File: config.mk
export PLATFORM = sky130hd
export DESIGN_NAME = serial_ctl_reg
export DESIGN_NICKNAME = d
export VERILOG_FILES = /design/src/rtl/sctl_pkg.sv /design/src/rtl/sctl_tgl_sync.sv /design/src/rtl/sctl_host_regs.sv /design/src/rtl/sctl_core_side.sv /design/src/rtl/serial_ctl_reg.sv
export SDC_FILE = /design/constraint.sdc
export NUM_CORES = 1
export LEC_CHECK = 0
export BUFFER_PORTS_ARGS = -buffer_cell sky130_fd_sc_hd__buf_2
export CAP_MARGIN = 20
export CORE_MARGIN = 1.5
export CORE_UTILIZATION = 40
export DETAILED_ROUTE_END_ITERATION = 10
export GPL_ROUTABILITY_DRIVEN = 0
export GPL_TIMING_DRIVEN = 0
export PLACE_DENSITY = 0.75
export SKIP_LAST_GASP = 1
export SLEW_MARGIN = 20
export SYNTH_ARGS = -nofsm -noshare
export SYNTH_HDL_FRONTEND = slang
export SYNTH_SLANG_ARGS = --single-unit
File: constraint.sdc
create_clock -name clk -period 1.3 [get_ports clk]
set_input_delay 0.13 -clock clk [delete_from_list [all_inputs] [get_ports clk]]
set_output_delay 0.13 -clock clk [all_outputs]
set_load 0.02 [all_outputs]
File: src/rtl/sctl_pkg.sv
package sctl_pkg;

    localparam int REG_W     = 32;
    localparam int CSZ_W     = 3;
    localparam int TXEN_BIT  = 0;
    localparam int RXEN_BIT  = 1;
    localparam int FCLR_LSB  = 2;
    localparam int LIN_LSB   = 4;
    localparam int CSZ_LSB   = 8;
    localparam int STOP2_BIT = 11;
    localparam int PODD_BIT  = 12;
    localparam int COLL_BIT  = 13;
    localparam int SOF_BIT   = 14;
    localparam int IRENC_BIT = 15;

    typedef enum logic [1:0] {
        FCLR_NONE = 2'd0,
        FCLR_TX   = 2'd1,
        FCLR_RX   = 2'd2,
        FCLR_BOTH = 2'd3
    } fclr_e;

    typedef enum logic [1:0] {
        LIN_IDLE   = 2'd0,
        LIN_BREAK  = 2'd1,
        LIN_HEADER = 2'd2,
        LIN_RSVD   = 2'd3
    } lin_e;

    typedef struct packed {
        logic             ir_enc;
        logic             sof_det;
        logic             coll_det;
        logic             par_odd;
        logic             stop2;
        logic [CSZ_W-1:0] char_size;
    } frame_t;

    typedef struct packed {
        logic  rx_en;
        logic  tx_en;
        fclr_e fclr;
        lin_e  lin;
    } cmd_t;

    function automatic frame_t frame_from_word(input logic [REG_W-1:0] w);
        frame_t f;
        f.char_size = w[CSZ_LSB +: CSZ_W];
        f.stop2     = w[STOP2_BIT];
        f.par_odd   = w[PODD_BIT];
        f.coll_det  = w[COLL_BIT];
        f.sof_det   = w[SOF_BIT];
        f.ir_enc    = w[IRENC_BIT];
        return f;
    endfunction

    function automatic cmd_t cmd_from_word(input logic [REG_W-1:0] w);
        cmd_t c;
        c.rx_en = w[RXEN_BIT];
        c.tx_en = w[TXEN_BIT];
        c.fclr  = fclr_e'(w[FCLR_LSB +: 2]);
        c.lin   = lin_e'(w[LIN_LSB +: 2]);
        return c;
    endfunction

    function automatic logic [REG_W-1:0] word_from_state(
        input frame_t f,
        input fclr_e  fc,
        input logic   rx,
        input logic   tx
    );
        logic [REG_W-1:0] w;
        w                      = '0;
        w[TXEN_BIT]            = tx;
        w[RXEN_BIT]            = rx;
        w[FCLR_LSB +: 2]       = fc;
        w[CSZ_LSB +: CSZ_W]    = f.char_size;
        w[STOP2_BIT]           = f.stop2;
        w[PODD_BIT]            = f.par_odd;
        w[COLL_BIT]            = f.coll_det;
        w[SOF_BIT]             = f.sof_det;
        w[IRENC_BIT]           = f.ir_enc;
        return w;
    endfunction

    function automatic logic fclr_hits_tx(input fclr_e f);
        return (f == FCLR_TX) || (f == FCLR_BOTH);
    endfunction

    function automatic logic fclr_hits_rx(input fclr_e f);
        return (f == FCLR_RX) || (f == FCLR_BOTH);
    endfunction

endpackage

File: src/rtl/sctl_tgl_sync.sv
module sctl_tgl_sync #(
    parameter int STAGES = 2
) (
    input  logic clk,
    input  logic rst,
    input  logic tgl_in,
    output logic tgl_out
);
    logic [STAGES-1:0] chain_q;

    generate
        if (STAGES == 1) begin : g_single
            always_ff @(posedge clk) begin
                if (rst) chain_q <= '0;
                else     chain_q <= tgl_in;
            end
        end else begin : g_chain
            always_ff @(posedge clk) begin
                if (rst) chain_q <= '0;
                else     chain_q <= {chain_q[STAGES-2:0], tgl_in};
            end
        end
    endgenerate

    assign tgl_out = chain_q[STAGES-1];
endmodule

File: src/rtl/sctl_host_regs.sv
module sctl_host_regs
    import sctl_pkg::*;
(
    input  logic             clk,
    input  logic             rst,
    input  logic             wr_en,
    input  logic [REG_W-1:0] wr_data,
    input  logic             port_en,
    input  logic             coll_hit,
    input  logic             ack_tgl_sync,
    output logic [REG_W-1:0] rd_data,
    output logic             bus_err,
    output logic             busy,
    output logic             req_tgl,
    output cmd_t             pend_cmd,
    output cmd_t             direct_cmd,
    output logic             direct_valid,
    output frame_t           frame,
    output logic             coll_flag
);
    frame_t frame_q;
    cmd_t   pend_q;
    fclr_e  fclr_q;
    logic   tx_bit_q, rx_bit_q;
    logic   req_q, ack_prev_q;
    logic   bus_err_q, coll_flag_q;

    logic   busy_w, done_w, accept_w;
    cmd_t   cmd_w;

    assign busy_w   = req_q ^ ack_prev_q;
    assign done_w   = ack_tgl_sync ^ ack_prev_q;
    assign accept_w = wr_en & ~busy_w;
    assign cmd_w    = cmd_from_word(wr_data);

    always_ff @(posedge clk) begin
        if (rst) begin
            frame_q     <= '0;
            pend_q      <= '0;
            fclr_q      <= FCLR_NONE;
            tx_bit_q    <= 1'b0;
            rx_bit_q    <= 1'b0;
            req_q       <= 1'b0;
            ack_prev_q  <= 1'b0;
            bus_err_q   <= 1'b0;
            coll_flag_q <= 1'b0;
        end else begin
            bus_err_q  <= wr_en & busy_w;
            ack_prev_q <= ack_tgl_sync;
            if (done_w) begin
                rx_bit_q <= pend_q.rx_en;
                tx_bit_q <= pend_q.tx_en;
                fclr_q   <= FCLR_NONE;
            end
            if (accept_w) begin
                if (!port_en) begin
                    frame_q  <= frame_from_word(wr_data);
                    rx_bit_q <= cmd_w.rx_en;
                    tx_bit_q <= cmd_w.tx_en;
                end else begin
                    req_q    <= ~req_q;
                    pend_q   <= cmd_w;
                    fclr_q   <= cmd_w.fclr;
                    rx_bit_q <= rx_bit_q & cmd_w.rx_en;
                    tx_bit_q <= tx_bit_q & cmd_w.tx_en;
                end
                if (cmd_w.tx_en) coll_flag_q <= 1'b0;
            end
            if (coll_hit) begin
                tx_bit_q     <= 1'b0;
                pend_q.tx_en <= 1'b0;
                coll_flag_q  <= 1'b1;
            end
        end
    end

    assign rd_data      = word_from_state(frame_q, fclr_q, rx_bit_q, tx_bit_q);
    assign bus_err      = bus_err_q;
    assign busy         = busy_w;
    assign req_tgl      = req_q;
    assign pend_cmd     = pend_q;
    assign direct_cmd   = cmd_w;
    assign direct_valid = accept_w & ~port_en;
    assign frame        = frame_q;
    assign coll_flag    = coll_flag_q;
endmodule

File: src/rtl/sctl_core_side.sv
module sctl_core_side
    import sctl_pkg::*;
(
    input  logic clk,
    input  logic rst,
    input  logic req_tgl_sync,
    input  cmd_t pend_cmd,
    input  logic direct_valid,
    input  cmd_t direct_cmd,
    input  logic coll_hit,
    input  logic rx_ack,
    input  logic tx_ack,
    output logic ack_tgl,
    output logic rx_core_en,
    output logic tx_core_en,
    output logic tx_fifo_clr,
    output logic rx_fifo_clr,
    output logic rx_flush,
    output lin_e lin_cmd
);
    logic req_seen_q, wait_q, ack_q;
    logic rx_en_q, tx_en_q;
    logic txclr_q, rxclr_q, flush_q;
    lin_e lin_q;

    logic arrive_w, apply_w, settled_w;
    cmd_t apply_cmd;

    assign arrive_w  = req_tgl_sync ^ req_seen_q;
    assign apply_w   = arrive_w | direct_valid;
    assign apply_cmd = arrive_w ? pend_cmd : direct_cmd;
    assign settled_w = (rx_ack == rx_en_q) && (tx_ack == tx_en_q);

    always_ff @(posedge clk) begin
        if (rst) begin
            req_seen_q <= 1'b0;
            wait_q     <= 1'b0;
            ack_q      <= 1'b0;
            rx_en_q    <= 1'b0;
            tx_en_q    <= 1'b0;
            txclr_q    <= 1'b0;
            rxclr_q    <= 1'b0;
            flush_q    <= 1'b0;
            lin_q      <= LIN_IDLE;
        end else begin
            txclr_q    <= 1'b0;
            rxclr_q    <= 1'b0;
            flush_q    <= 1'b0;
            lin_q      <= LIN_IDLE;
            req_seen_q <= req_tgl_sync;
            if (apply_w) begin
                rx_en_q <= apply_cmd.rx_en;
                tx_en_q <= apply_cmd.tx_en;
                txclr_q <= fclr_hits_tx(apply_cmd.fclr);
                rxclr_q <= fclr_hits_rx(apply_cmd.fclr);
                flush_q <= rx_en_q & ~apply_cmd.rx_en;
                lin_q   <= (apply_cmd.lin == LIN_RSVD) ? LIN_IDLE : apply_cmd.lin;
                wait_q  <= arrive_w;
            end else if (wait_q && settled_w) begin
                ack_q  <= ~ack_q;
                wait_q <= 1'b0;
            end
            if (coll_hit) tx_en_q <= 1'b0;
        end
    end

    assign ack_tgl     = ack_q;
    assign rx_core_en  = rx_en_q;
    assign tx_core_en  = tx_en_q;
    assign tx_fifo_clr = txclr_q;
    assign rx_fifo_clr = rxclr_q;
    assign rx_flush    = flush_q;
    assign lin_cmd     = lin_q;
endmodule

File: src/rtl/serial_ctl_reg.sv
module serial_ctl_reg
    import sctl_pkg::*;
#(
    parameter int SYNC_STAGES = 2
) (
    input  logic             clk,
    input  logic             rst,
    input  logic             wr_en,
    input  logic [REG_W-1:0] wr_data,
    output logic [REG_W-1:0] rd_data,
    output logic             bus_err,
    output logic             busy,
    input  logic             port_en,
    input  logic             data_wr,
    output logic             tx_data_wr,
    input  logic             coll_in,
    output logic             coll_flag,
    input  logic             rx_ack,
    input  logic             tx_ack,
    output logic             rx_core_en,
    output logic             tx_core_en,
    output logic             tx_fifo_clr,
    output logic             rx_fifo_clr,
    output logic             rx_flush,
    output logic [1:0]       lin_cmd,
    output logic [CSZ_W-1:0] char_size,
    output logic             two_stop,
    output logic             parity_odd,
    output logic             sof_det_en,
    output logic             ir_enc_en,
    output logic             coll_det_en
);
    frame_t frame_w;
    cmd_t   pend_w, direct_w;
    logic   direct_v_w, req_w, req_sync_w, ack_w, ack_sync_w, coll_hit_w;
    lin_e   lin_w;

    assign coll_hit_w = coll_in & frame_w.coll_det;

    sctl_host_regs u_host (
        .clk          (clk),
        .rst          (rst),
        .wr_en        (wr_en),
        .wr_data      (wr_data),
        .port_en      (port_en),
        .coll_hit     (coll_hit_w),
        .ack_tgl_sync (ack_sync_w),
        .rd_data      (rd_data),
        .bus_err      (bus_err),
        .busy         (busy),
        .req_tgl      (req_w),
        .pend_cmd     (pend_w),
        .direct_cmd   (direct_w),
        .direct_valid (direct_v_w),
        .frame        (frame_w),
        .coll_flag    (coll_flag)
    );

    sctl_tgl_sync #(.STAGES(SYNC_STAGES)) u_req_sync (
        .clk     (clk),
        .rst     (rst),
        .tgl_in  (req_w),
        .tgl_out (req_sync_w)
    );

    sctl_core_side u_core (
        .clk          (clk),
        .rst          (rst),
        .req_tgl_sync (req_sync_w),
        .pend_cmd     (pend_w),
        .direct_valid (direct_v_w),
        .direct_cmd   (direct_w),
        .coll_hit     (coll_hit_w),
        .rx_ack       (rx_ack),
        .tx_ack       (tx_ack),
        .ack_tgl      (ack_w),
        .rx_core_en   (rx_core_en),
        .tx_core_en   (tx_core_en),
        .tx_fifo_clr  (tx_fifo_clr),
        .rx_fifo_clr  (rx_fifo_clr),
        .rx_flush     (rx_flush),
        .lin_cmd      (lin_w)
    );

    sctl_tgl_sync #(.STAGES(SYNC_STAGES)) u_ack_sync (
        .clk     (clk),
        .rst     (rst),
        .tgl_in  (ack_w),
        .tgl_out (ack_sync_w)
    );

    assign lin_cmd     = lin_w;
    assign tx_data_wr  = data_wr & rd_data[TXEN_BIT];
    assign char_size   = frame_w.char_size;
    assign two_stop    = frame_w.stop2;
    assign parity_odd  = frame_w.par_odd;
    assign sof_det_en  = frame_w.sof_det;
    assign ir_enc_en   = frame_w.ir_enc;
    assign coll_det_en = frame_w.coll_det;
endmodule

=== Word level (Yosys, flattened, before mapping) ===
Index checks and enable logic that the tools add are counted.

* Bits in registers: 36
* Output and inout bits: 51
* Word-level logic and storage cells: 82

* Equality and inequality tests: 6
* Multiplexer cells: 15
* Bitwise operators: 18
* Reductions and logical operators: 15

{| class="wikitable"
|+ Operator list
! operator !! count
|-
| $mux W1 || 11
|-
| $and A1 B1 Y1 || 8
|-
| $reduce_and A2 Y1 || 4
|-
| $reduce_bool A2 Y1 || 4
|-
| $eq A2 B2 Y1 const B || 3
|-
| $mux W2 || 3
|-
| $mux W6 || 1
|-
| $not A1 Y1 || 6
|-
| $reduce_or A2 Y1 || 2
|-
| $reduce_or A3 Y1 || 1
|-
| $xor A1 B1 Y1 || 3
|-
| $eq A1 B1 Y1 || 2
|-
| $eq A2 B1 Y1 const B || 1
|-
| $logic_and A1 B1 Y1 || 2
|-
| $logic_or A1 B1 Y1 || 2
|-
| $or A1 B1 Y1 || 1
|}

=== Logic depth before layout (Yosys ltp) ===
* Word-level depth: 7
* Depth in mapped cells: 7
* Depth with buffers taken out: 5

=== Modules after synthesis ===
From an unflattened synthesis, not the netlist that was laid out.

* Cell total of the unflattened synthesis: 192
* Area total of the unflattened synthesis: 1795.5 µm²

{| class="wikitable"
|+ Modules (own cells, without submodules)
! module !! times used !! cells each !! area an instance (µm²) !! seq. area each (µm²)
|-
| sctl_host_regs || 1 || 139 || 1234.9 || 440.4
|-
| sctl_core_side || 1 || 43 || 442.9 || 200.2
|-
| sctl_tgl_sync || 2 || 4 || 52.6 || 40.0
|-
| serial_ctl_reg || 1 || 2 || 12.5 || 0.0
|}

=== Least setup slack after synthesis ===
No wires, ideal clock.

* Kind: register to register
* Start: register u_host.ack_prev_q
* End: register u_core.ack_q, in the netlist u_core.ack_tgl
* Arrival: 1301 ps
* Required time: 1179 ps
* Setup slack: -122 ps
* Stages on the path, launching flop included: 7
* Buffers on the path: 1
* Cells stage by stage: dfxtp_1 buf_4 xnor2_4 inv_4 nor2_8 nor3_2 mux2_4

* Word-level cells in the longest chain between the ends: 7

{| class="wikitable"
|+ Ends and longest elaborated chain
! element !! line !! text
|-
| from (decl) || sctl_host_regs.sv:25 || <nowiki>logic req_q, ack_prev_q;</nowiki>
|-
| from (signal assigned) || sctl_host_regs.sv:49 || <nowiki>ack_prev_q <= ack_tgl_sync;</nowiki>
|-
| $xor A1 B1 Y1 || sctl_host_regs.sv:31 || <nowiki>assign busy_w = req_q ^ ack_prev_q;</nowiki>
|-
| via busy || serial_ctl_reg.sv:12 || <nowiki>output logic busy,</nowiki>
|-
| $not A1 Y1 || sctl_host_regs.sv:33 || <nowiki>assign accept_w = wr_en & ~busy_w;</nowiki>
|-
| $and A1 B1 Y1 || sctl_host_regs.sv:33 ||
|-
| $and A1 B1 Y1 || sctl_host_regs.sv:83 || <nowiki>assign direct_valid = accept_w & ~port_en;</nowiki>
|-
| $or A1 B1 Y1 || sctl_core_side.sv:30 || <nowiki>assign apply_w = arrive_w | direct_valid;</nowiki>
|-
| $not A1 Y1 (no line) || -- ||
|-
| $reduce_and A2 Y1 (no line) || -- ||
|-
| to (signal assigned) || sctl_core_side.sv:60 || <nowiki>ack_q <= ~ack_q;</nowiki>
|-
| to (decl) || sctl_core_side.sv:21 || <nowiki>logic req_seen_q, wait_q, ack_q;</nowiki>
|}

The timed path passes the listed nets, and every way through them passes these cells.
A chain may end at the register's enable or synchronous reset.

=== Worst setup path in the final report ===
* Start: register u_host.ack_prev_q
* End: register u_core.rx_en_q, in the netlist u_core.rx_core_en

* Word-level cells in the longest chain between the ends: 5

{| class="wikitable"
|+ Ends and longest elaborated chain
! element !! line !! text
|-
| $xor A1 B1 Y1 || sctl_host_regs.sv:31 ||
|-
| $not A1 Y1 || sctl_host_regs.sv:33 ||
|-
| $and A1 B1 Y1 || sctl_host_regs.sv:33 ||
|-
| $and A1 B1 Y1 || sctl_host_regs.sv:83 ||
|-
| $or A1 B1 Y1 || sctl_core_side.sv:30 ||
|-
| to (signal assigned) || sctl_core_side.sv:52 || <nowiki>rx_en_q <= apply_cmd.rx_en;</nowiki>
|-
| to (decl) || sctl_core_side.sv:22 || <nowiki>logic rx_en_q, tx_en_q;</nowiki>
|}

No other way between the ends.

==> flow_summary.ini <==
[run_status]
outcome = complete, but fails checks
failing_checks = setup timing

[sta]
tightestPinTransition_ns = 0.573
grt_setup_unrepaired = yes
setup_violations = 11
maxSlewHeadroom_pct = 61.8
period_minus_slack_ns = 1.39
timing.final.crit_share_pct = 107
max_freq_ghz = 0.720
fin_hold_ws_ns = 0.0679
worst_setup_skew_after_layout_ns = 0.00489
fin_tns_setup_ns = -0.429
final-max-slew-violation-count = 0
postLayoutSetupSlackWorst_ns = -0.0892
hold_viol_final = 0

[yosys]
cell_count_after_synthesis = 203
yosysWarnings = 0
yosysTopAreaCell = dfxtp_1
avgSynthCellArea_um2 = 8.51
syn_area_um2 = 1730
yosys.area.top_type_share_pct = 41.7
synth.yosys.seq_area_share_pct = 41.7
synth_top_cells_by_area = dfxtp_1 42%, buf_4 13%, nand2_1 8.3%
ys_seq_elements = 36
number_of_different_library_cells_in_the_post_synthesis_netlist = 39

[flow_run]
cap_violations = 0

[finish]
ff_latch_area_um2 = 723
stdcell_area_um2 = 2420
fraction_of_layout_cells_with_a_size_suffix_above_1_pct = 43.1
most-common-layout-cells = 52 x buf_2, 38 x buf_4, 35 x nand2_1
most_common_library_cell_in_the_layout_ignoring_fill_and_taps = buf_2
areaGrowthSynthToFinish_pct = 40.2
post_route_insts_no_fill = 340
footprint_of_the_multi_input_gates_um2 = 898
layout.filler_cells = 376
final_core_utilization_pct = 59.3
num_antenna_cells = 0
layout.nets = 329

[detailed_routing]
drc = 0
routed_wirelength_um = 4120
routed-via-count = 1578
drt-pass1-iter-count = 4
avgRoutedWirePerCell_um = 12.1
via_per_instance_ratio = 4.64
detail-route-antenna-nets = 0
first_iter_violations = 95

[worst_setup_path]
critPathLaunchType = register
cp_slowest_cell = dfxtp_1
cell_breakdown_of_the_critical_path = buf_6, xnor2_4, inv_4, nor2_8, nand2_1, a311oi_1
crit-reg2reg-capture = u_core.rx_core_en
worst_r2r_startpoint = u_host.ack_prev_q
worstSetupPathType = reg2reg
critical_path.max_fanout = 6
timing.critical_path.arrival_ns = 1.58
worst_r2r_path_depth = 6
regToRegSetupSlack_ns = -0.09
timing.critical_path.slowest_cell_delay_ns = 0.31
worst_setup_path_end_kind = register
critical_path_required_ns = 1.49

[power_and_ir_drop]
power_density_cells_nw_per_um2 = 1130
power.ir.vdd_worst_mv = 0.607
cellLeakagePower_nw = 1.13
totalPowerFinal_mw = 2.74

[floorplanning]
dieHeight_um = 68.7
num_rows = 23
design.core.area_um2 = 4090
start_util_pct = 42.3
floorplan.io_pins = 91
dieWidth_um = 68.7
floorplan.die_area_um2 = 4720

[clock_tree]
tritoncts = yes
cts_made_buffers = 5
clkTransAtPathRegs_ns = 0.07
h-tree-depth = 2
clkLatencyLatePin_ns = 0.29
cts_hold_buffers_added = 0
clk_root_buffer_cell = clkbuf_8
cts.path.max_buffers = 2
cts.sink_count = 36

[hold_path]
worst_hold_startpoint = wr_data[12]
worstHoldEndpoint = u_host.frame[4]
worstHoldPathCells = 3
hold_path.class = in2reg

[global_routing]
grt_antenna_before_repair = 0
total_global_routing_track_utilization_pct = 17.7
wire_length_of_the_first_global_routing_pass_um = 6070
grt_start_max_net_pins = 13
via_count_of_the_first_global_routing_pass = 1340
grt_residual_overflow = 0

[placed_design]
port_buffers = 51
dp_slack_ns = -0.240
place_hpwl_um = 2930
dpl-instance-area_um2 = 2130
placed_cells_incl_taps = 323
## metal layers
metal / wire (um) / vias to the layer above / global-route usage (%) / part of all wire [%]
li1: - / 798 / - / -
met1: 1740 / 713 / 22.2 / 42
met2: 1970 / 59 / 28.8 / 48
met5: 0 / - / 0 / 0
met4: 74 / 0 / 5.88 / 1.8
met3: 329 / 8 / 5.68 / 8.0
## synth_stat cells (all sizes together)
library cell,count
a211o,1
a211oi,1
a21boi,2
a21oi,28
a22oi,1
a2bb2oi,1
a311oi,1
a31oi,1
and2,1
buf,34
clkbuf,4
conb,1
dfxtp,36
inv,4
mux2,1
mux2i,1
nand2,38
nand2b,1
nand3,7
nand3b,3
nand4b,2
nor2,9
nor2b,8
nor3,3
nor3b,1
nor4,1
o211ai,1
o21ai,2
or3,1
or4,1
xnor2,5
xor2,2
## area by class of cell
class,instances,share of cell area (%)
Clock inverter,3,1.76
Multi-Input combinational cell,144,37.1
Sequential cell,36,29.9
Inverter,4,0.723
Clock buffer,5,2.84
Tap cell,50,2.58
Buffer,38,11.7
Timing Repair Buffer,60,13.5
## state kept, by name, indices dropped and copies added (netlist names)
name / count
u_host.frame: 8
u_core.rx_flush: 1
u_ack_sync.chain_q: 2
u_host.fclr_q: 2
u_core.wait_q: 1
u_core.rx_core_en: 1
u_host.rx_bit_q: 1
u_core.lin_cmd: 2
u_req_sync.chain_q: 2
u_host.pend_cmd: 6
u_core.tx_fifo_clr: 1
u_core.rx_fifo_clr: 1
u_core.req_seen_q: 1
u_core.tx_core_en: 1
u_host.coll_flag: 1
u_core.ack_tgl: 1
u_host.tx_bit_q: 1
u_host.bus_err: 1
u_host.req_tgl: 1
u_host.ack_prev_q: 1
## repair_timing
action	in CTS	in global routing
setup buffers	5	4
pin swaps	5	8
resized for setup	5	18
endpoints found under the setup margin	28	29
## worst max path at each step
stage / startpoint / endpoint / slack (ns) / cells after the start
3_3_place_gp: u_req_sync.chain_q[1] / u_core.rx_flush / -0.18 / 4
5_1_grt: u_host.ack_prev_q / u_core.lin_cmd[1] / -0.14 / 7
3_5_place_dp: u_req_sync.chain_q[1] / u_core.rx_flush / -0.24 / 4
6_report: u_host.ack_prev_q / u_core.rx_core_en / -0.09 / 6
2_1_floorplan: u_host.ack_prev_q / u_core.ack_tgl / -0.08 / 6
4_1_cts: u_host.req_tgl / u_core.lin_cmd[1] / -0.10 / 7
## critical path: cells and delay by family, from the launching register on
kind                      cells  cell delay [ns]
and+or+nand+nor               2             0.25
xor gates and xnor gates      1             0.20
AOI/OAI and AO/OA             1             0.30
DFF                           1             0.31
buffers and inverters         2             0.22
## power by group
part / total [mW] / leakage (nW) / internal (mW) / switching, mW
sequential: 1.19 / 0.294 / 1.15 / 0.0358
combinational: 0.571 / 0.780 / 0.246 / 0.325
clock: 0.976 / 0.0541 / 0.567 / 0.409
total: 2.74 / 1.13 / 1.97 / 0.769
## cell families (layout without fill, tap and decap cells)
family	count (synthesis)	count (layout)	synth area share (%)
simple gates	76	76	22.3
buf+inv	42	110	16.9
compound gates	39	39	12.7
flops	36	36	41.7
xor+xnor	7	7	4.63
mux	2	2	1.45
other cells	1	20	0.217
No activity file was read; power rests on OpenSTA's default activity.
